## src/rtl/npc_pkg.sv

```systemverilog
package npc_pkg;
  // Strobes from the redirect control to the PC datapath
  typedef struct packed {
    logic takeJr;
    logic takeJump;
    logic takeBranch;
    logic holdPc;
  } npcStrobes_t;
endpackage

```

## src/rtl/npc_ctrl.sv

```systemverilog
module npc_ctrl
  import npc_pkg::*;
(
  input  logic        isBeq,
  input  logic        isBne,
  input  logic        isJump,
  input  logic        isJal,
  input  logic        isJr,
  input  logic        regsEqual,
  input  logic [1:0]  targetLow,
  output npcStrobes_t strobes,
  output logic        writeLink,
  output logic        faultFlag
);
  logic branchTaken;
  logic jrMisaligned;
  logic anyJump;

  always_comb begin
    branchTaken  = (isBeq & regsEqual) | (isBne & ~regsEqual);
    jrMisaligned = isJr & (targetLow != 2'b00);
    anyJump      = isJump | isJal;

    strobes.takeJr     = isJr & ~jrMisaligned;
    strobes.holdPc     = jrMisaligned;
    strobes.takeJump   = anyJump & ~isJr;
    strobes.takeBranch = branchTaken & ~isJr & ~anyJump;

    writeLink = isJal & ~isJr;
    faultFlag = jrMisaligned;
  end
endmodule

```

## src/rtl/npc_datapath.sv

```systemverilog
module npc_datapath
  import npc_pkg::*;
#(
  parameter int          ADDR_W    = 32,
  parameter int          OFF_W     = 16,
  parameter logic [31:0] RESET_VEC = 32'h0040_0000
) (
  input  logic                clk,
  input  logic                rstN,
  input  npcStrobes_t         strobes,
  input  logic [OFF_W-1:0]    offset,
  input  logic [ADDR_W-7:0]   jumpIndex,
  input  logic [ADDR_W-1:0]   regTarget,
  output logic [ADDR_W-1:0]   pcQ,
  output logic [ADDR_W-1:0]   pcPlus4
);
  localparam int SEXT_W = ADDR_W - OFF_W - 2;
  localparam int IDX_W  = ADDR_W - 6;

  logic [ADDR_W-1:0] branchTarget;
  logic [ADDR_W-1:0] jumpTarget;
  logic [ADDR_W-1:0] pcNext;

  always_comb begin
    pcPlus4      = pcQ + ADDR_W'(4);
    branchTarget = pcPlus4 + {{SEXT_W{offset[OFF_W-1]}}, offset, 2'b00};
    jumpTarget   = {pcPlus4[ADDR_W-1:ADDR_W-4], jumpIndex[IDX_W-1:0], 2'b00};
    if (strobes.holdPc)          pcNext = pcQ;
    else if (strobes.takeJr)     pcNext = regTarget;
    else if (strobes.takeJump)   pcNext = jumpTarget;
    else if (strobes.takeBranch) pcNext = branchTarget;
    else                         pcNext = pcPlus4;
  end

  always_ff @(posedge clk) begin
    if (!rstN) pcQ <= RESET_VEC[ADDR_W-1:0];
    else       pcQ <= pcNext;
  end
endmodule

```

## src/rtl/nextpc_unit.sv

```systemverilog
module nextpc_unit
  import npc_pkg::*;
#(
  parameter int          ADDR_W    = 32,
  parameter int          OFF_W     = 16,
  parameter int          REG_IDX_W = 5,
  parameter int          LINK_REG  = 31,
  parameter logic [31:0] RESET_VEC = 32'h0040_0000
) (
  input  logic                  clk,
  input  logic                  rstN,
  input  logic [OFF_W-1:0]      instrImm16,
  input  logic [ADDR_W-7:0]     instrIdx26,
  input  logic                  regsEqual,
  input  logic [ADDR_W-1:0]     regTarget,
  input  logic                  isBeq,
  input  logic                  isBne,
  input  logic                  isJump,
  input  logic                  isJal,
  input  logic                  isJr,
  output logic [ADDR_W-1:0]     pcOut,
  output logic [ADDR_W-1:0]     linkValue,
  output logic                  linkWrite,
  output logic [REG_IDX_W-1:0]  linkDest,
  output logic                  alignFault
);
  npcStrobes_t strobes;

  npc_ctrl ctrl_i (
    .isBeq     (isBeq),
    .isBne     (isBne),
    .isJump    (isJump),
    .isJal     (isJal),
    .isJr      (isJr),
    .regsEqual (regsEqual),
    .targetLow (regTarget[1:0]),
    .strobes   (strobes),
    .writeLink (linkWrite),
    .faultFlag (alignFault)
  );

  npc_datapath #(
    .ADDR_W    (ADDR_W),
    .OFF_W     (OFF_W),
    .RESET_VEC (RESET_VEC)
  ) dp_i (
    .clk       (clk),
    .rstN      (rstN),
    .strobes   (strobes),
    .offset    (instrImm16),
    .jumpIndex (instrIdx26),
    .regTarget (regTarget),
    .pcQ       (pcOut),
    .pcPlus4   (linkValue)
  );

  assign linkDest = REG_IDX_W'(LINK_REG);
endmodule

```

## config.mk

```make
export PLATFORM = sky130hd
export DESIGN_NAME = nextpc_unit
export DESIGN_NICKNAME = d
export VERILOG_FILES = /design/src/rtl/npc_pkg.sv /design/src/rtl/npc_ctrl.sv /design/src/rtl/npc_datapath.sv /design/src/rtl/nextpc_unit.sv
export SDC_FILE = /design/constraint.sdc
export NUM_CORES = 1
export LEC_CHECK = 0
export CAP_MARGIN = 15
export CELL_PAD_IN_SITES_DETAIL_PLACEMENT = 2
export CELL_PAD_IN_SITES_GLOBAL_PLACEMENT = 2
export CORE_ASPECT_RATIO = 1.5
export CORE_UTILIZATION = 37
export DETAILED_ROUTE_END_ITERATION = 12
export DONT_BUFFER_PORTS = 1
export GPL_ROUTABILITY_DRIVEN = 0
export PLACE_DENSITY_LB_ADDON = 0.1
export SLEW_MARGIN = 10
export SYNTH_ARGS = -nofsm -noshare
export SYNTH_HDL_FRONTEND = slang
export SYNTH_HIERARCHICAL = 1
export SYNTH_SLANG_ARGS = --single-unit
export TNS_END_PERCENT = 10
```

## constraint.sdc

```tcl
create_clock -name clk -period 9.5 [get_ports clk]
set_input_delay 1.425 -clock clk [delete_from_list [all_inputs] [get_ports clk]]
set_output_delay 1.425 -clock clk [all_outputs]
set_load 0.01 [all_outputs]
```

== After elaboration in Yosys (flattened, before gate mapping) ==
Index checks and enable logic that the tools add are counted.

* Output and inout port bits: 71
* Register bits after elaboration: 32
* Word-level logic and storage cells: 21
* Input port bits: 82

* Muxes and demuxes: 3
* Add/sub/neg operators: 2
* Bitwise logic cells: 14
* Reduce and logical (&&, ||, !) cells: 1

{| class="wikitable"
|+ Operators with widths
! cell !! number
|-
| 32-bit 2-to-1 mux || 3
|-
| 32-bit by 3-bit adder with 32-bit output, second input constant || 1
|-
| 32-bit adder || 1
|-
| 1-bit bitwise AND || 8
|-
| 1-bit NOT || 4
|-
| 1-bit bitwise OR || 2
|-
| 2-bit nonzero test || 1
|}

== Logic depth before layout (Yosys ltp) ==
* Word-level depth: 8
* Gate-level depth with buffers: 18
* Depth with buffers taken out: 17

== Modules after synthesis ==
Netlist, hierarchy kept.

{| class="wikitable"
|+ By module, submodules not included
! module !! area an instance (um2) !! cells each !! times used
|-
| npc_datapath || 3955.0 || 548 || 1
|-
| npc_ctrl || 66.3 || 8 || 1
|-
| nextpc_unit || 41.3 || 6 || 1
|}

== Least setup slack after synthesis ==
OpenSTA, ideal clock, no wires.

* Path type: input port to flip-flop
* Start: input port instrImm16[0]
* End: register dp_i.pcQ[28]
* Slack: 5.489 ns
* Data arrival time: 3.875 ns
* Stages on the path: 12
* Data required time: 9.364 ns
* Path buffers: 0
* Cells stage by stage: ha_1 -> fa_1 -> a21o_1 -> nor3b_1 -> o31ai_1 -> nand2_1 -> and3_1 -> o41ai_2 -> o31a_1 -> xnor2_1 -> a2111oi_0 -> a211oi_1

* Longest elaborated chain between the ends: 4

{| class="wikitable"
|+ Ends and longest elaborated chain
! what !! line !! RTL
|-
| start, declared || nextpc_unit.sv:12 || <nowiki>input logic [OFF_W-1:0] instrImm16,</nowiki>
|-
| 32-bit adder || npc_datapath.sv:26 || <nowiki>branchTarget = pcPlus4 + {{SEXT_W{offset[OFF_W-1]}}, offset, 2'b00};</nowiki>
|-
| 32-bit 2-to-1 mux || npc_datapath.sv:31 || <nowiki>else if (strobes.takeBranch) pcNext = branchTarget;</nowiki>
|-
| 32-bit 2-to-1 mux || npc_datapath.sv:30 || <nowiki>else if (strobes.takeJump) pcNext = jumpTarget;</nowiki>
|-
| 32-bit 2-to-1 mux || npc_datapath.sv:29 || <nowiki>else if (strobes.takeJr) pcNext = regTarget;</nowiki>
|-
| end signal, assigned || npc_datapath.sv:36 || <nowiki>if (!rstN) pcQ <= RESET_VEC[ADDR_W-1:0];</nowiki>
|-
| end signal, assigned || npc_datapath.sv:37 || <nowiki>else pcQ <= pcNext;</nowiki>
|-
| end, declared || npc_datapath.sv:14 || <nowiki>output logic [ADDR_W-1:0] pcQ,</nowiki>
|}

Every way passes these cells.
A chain may end at the register's enable or synchronous reset.

== Worst setup path in the final report ==
* Start: register dp_i.pcQ[7]
* End: register dp_i.pcQ[31]

* Longest elaborated chain between the ends: 5

{| class="wikitable"
|+ Ends and longest elaborated chain
! what !! line !! RTL
|-
| 32-bit by 3-bit adder with 32-bit output || npc_datapath.sv:25 || <nowiki>pcPlus4 = pcQ + ADDR_W'(4);</nowiki>
|-
| via linkValue[24] || nextpc_unit.sv:22 || <nowiki>output logic [ADDR_W-1:0] linkValue,</nowiki>
|-
| 32-bit adder || npc_datapath.sv:26 ||
|-
| 32-bit 2-to-1 mux || npc_datapath.sv:31 ||
|-
| 32-bit 2-to-1 mux || npc_datapath.sv:30 ||
|-
| 32-bit 2-to-1 mux || npc_datapath.sv:29 ||
|}

The timed path passes the listed nets, and every way through them passes these cells.

==> metrics <==
1st-pass router iterations 4; P&R area growth vs syn 4.343%; placed inst area 0.004086 mm²; Clock Pin Slew Worst Setup and Hold Paths 0.06 ns; largest net degree at the start of global routing 38; max reg flops 32; Synth area leader dfxtp_1; RSZ-0062 raised after global routing false; top post-synthesis cells by area dfxtp_1 16%, ha_1 11%, xnor2_1 8.2%; Regs by FF count dp_i/pcQ x32; critical path launch point type flip-flop; post-route cell area 0.004239 mm²; WP data arrival 5.21 ns; Initial Util 38.16%; hold crit path type reg2reg; DRT iter0 DRCs 153; Max Fclk 0.1975 GHz; synth cell count leaders 60 x a21oi_1, 60 x nand2_1, 50 x nor2_1; Netlist cell types 61; Via Count 4,374; vias in the first global route 4,793; R2R Path Start dp_i/pcQ[7]; CTS tree done; Leak 1.648 nW; fraction of layout cells with a size suffix above 1 5.166%; Setup crit end kind flip-flop; result of the run completed; R2R depth 17; H-tree Lvls 2; core area 0.01065 mm²; later-pin clock latency in the skew report 0.29 ns; num ports 153; total gr overflow 0; Layout Nets 661; drt drc 0; max-capacitance violation count 0; Yosys warnings 6; Synth Flop Type dfxtp_1; final max-slew violation count 0; Total Wirelength 18,140 µm; Mapped Avg Cell Area 7.229 µm²; worst-margin pin slew 0.8619 ns; worst vdd ir 0.05929 mV; synthesis-stage register bit count 32; hold path cells 2; first-pass GRT wire length 26,870 µm; Fin. Hold Viols 0; diodes inserted 0; Relative slew margins 42.10%; CTS buffer count 5; Die ar. 0.01141 mm²; final-report setup violation count 0; Routed Antenna Nets 0; worst hold path endpoint dp_i/pcQ[6]; maximum net fanout on the critical path 9; post-DP HPWL 14,070 µm; ys async rst share 0%; DR vias/cell 6.376; min cycle time layout 5.063 ns; Layout Skew 0.006291 ns; post_cts resized 0; port buffer count 0; reg2reg end dp_i/pcQ[31]; WS Path Type reg2reg; dpl ws 4.579 ns; die width 87.56 µm; WP data required 9.65 ns; power consumption 0.5897 mW; Mapped Area 0.004063 mm²; Routed wire per std cell 26.44 µm; EDFF count, synth 0; Pwr per Cell Area 139.1 mW/mm²; sequential-to-total area share from yosys stat 15.77%; post-CTS setup buffer count 0; Final TNS setup 0 ns; share of Yosys cell area claimed by the top area cell type 15.77%; Final period util 53.30%; Tot GR Track Use 31.93%; WHS 0.5836 ns; Clock Path Buffers 2; Row Count 46; Biggest register dp_i/pcQ; hold_sp dp_i/pcQ[6]; Syn Inst Count 562; root buffer cell clkbuf_16; antenna violations before repair 0; Chip Height 130.3 µm; final worst setup slack 4.437 ns; Hold Buf Count CTS 0; R2R Setup Slk 4.44 ns; clock sink total 32
## where the power goes
part           internal [mW]  leakage, nW  switching, mW  total (mW)
combinational         0.0877         1.31          0.151       0.239
clock                  0.110       0.0760         0.0695       0.180
sequential             0.146        0.264         0.0252       0.171
total                  0.344         1.65          0.246       0.590
## metrics by stage
step | utilization, % | cells
floorplan | - | 566
global placement | 38.38 | 679
detailed placement | 38.38 | 679
CTS | 39.81 | 686
global route | 39.81 | 686
finish | 39.81 | 686
## logic make-up (layout without fill, tap and decap cells)
logic type	count (synthesis)	after routing	synth area share [%]
flops	32	32	15.77
buf+inv	54	30	7.268
mux	8	8	2.002
compound gates	186	186	29.57
fa+ha+maj	37	37	11.58
other cells	1	5	0.09230
simple gates	188	188	21.65
xor+xnor	56	56	12.07
## worst max-delay path: stages, from the launching register on
cell and delay, ns:
dfxtp_1 0.48, nand2_1 0.15, nor3_1 0.47, and3_1 0.29, nand3_1 0.16, nor3_1 0.71
nand3_1 0.19, xnor2_1 0.42, ha_1 0.38, o21ai_0 0.16, a21oi_1 0.30, nand2_1 0.09
a21oi_1 0.35, o211ai_1 0.19, a21o_1 0.18, a21oi_1 0.17, xnor2_1 0.15, a21oi_1 0.08
## cells in the final DEF (no fill, tap or decap), types with 3 or more instances in the layout
cell / count
nand2_1: 60
a21oi_1: 60
nor2_1: 50
o21ai_0: 41
xnor2_1: 38
ha_1: 36
dfxtp_1: 32
nand3_1: 29
xor2_1: 18
inv_1: 17
o211ai_1: 13
nand4_1: 11
a21o_1: 11
a211oi_1: 10
and3_1: 9
nor3_1: 9
mux2i_1: 7
a31oi_1: 7
o221ai_1: 6
buf_4: 6
conb_1: 5
clkbuf_16: 5
o22ai_1: 5
a22oi_1: 4
a311oi_1: 4
nor2b_1: 3
nand2b_1: 3
o21bai_1: 3
o41ai_2: 3
## layer usage
layer  up-vias  track usage, %  routed length (µm)
li1       1995               -                   -
met1      2179           30.47                6404
met2       151           62.78                9862
met3        49           5.882                 973
met4         0           17.36                 898
met5         -               0                   0
## final cells by class
cell class | instances | area (µm²)
inverters | 17 | 63.81
well taps | 144 | 180.2
clock buffers | 7 | 152.6
flip-flops and latches | 32 | 640.6
fillers | 1293 | 6409
multi-input cells | 480 | 3157
repair buffers | 6 | 45.04
## how the worst max path moves through the flow
stage	startpoint	end	cells past startpoint	slack (ns)
floorplan	instrImm16[0]	dp_i/pcQ[28]	12	5.49
global placement	dp_i/pcQ[7]	dp_i/pcQ[31]	17	4.71
detailed placement	dp_i/pcQ[7]	dp_i/pcQ[31]	17	4.58
CTS	dp_i/pcQ[7]	dp_i/pcQ[31]	17	4.48
global route	dp_i/pcQ[7]	dp_i/pcQ[31]	17	4.09
finish	dp_i/pcQ[7]	dp_i/pcQ[31]	17	4.44
Note: power is estimated with default switching activity, not from simulation.
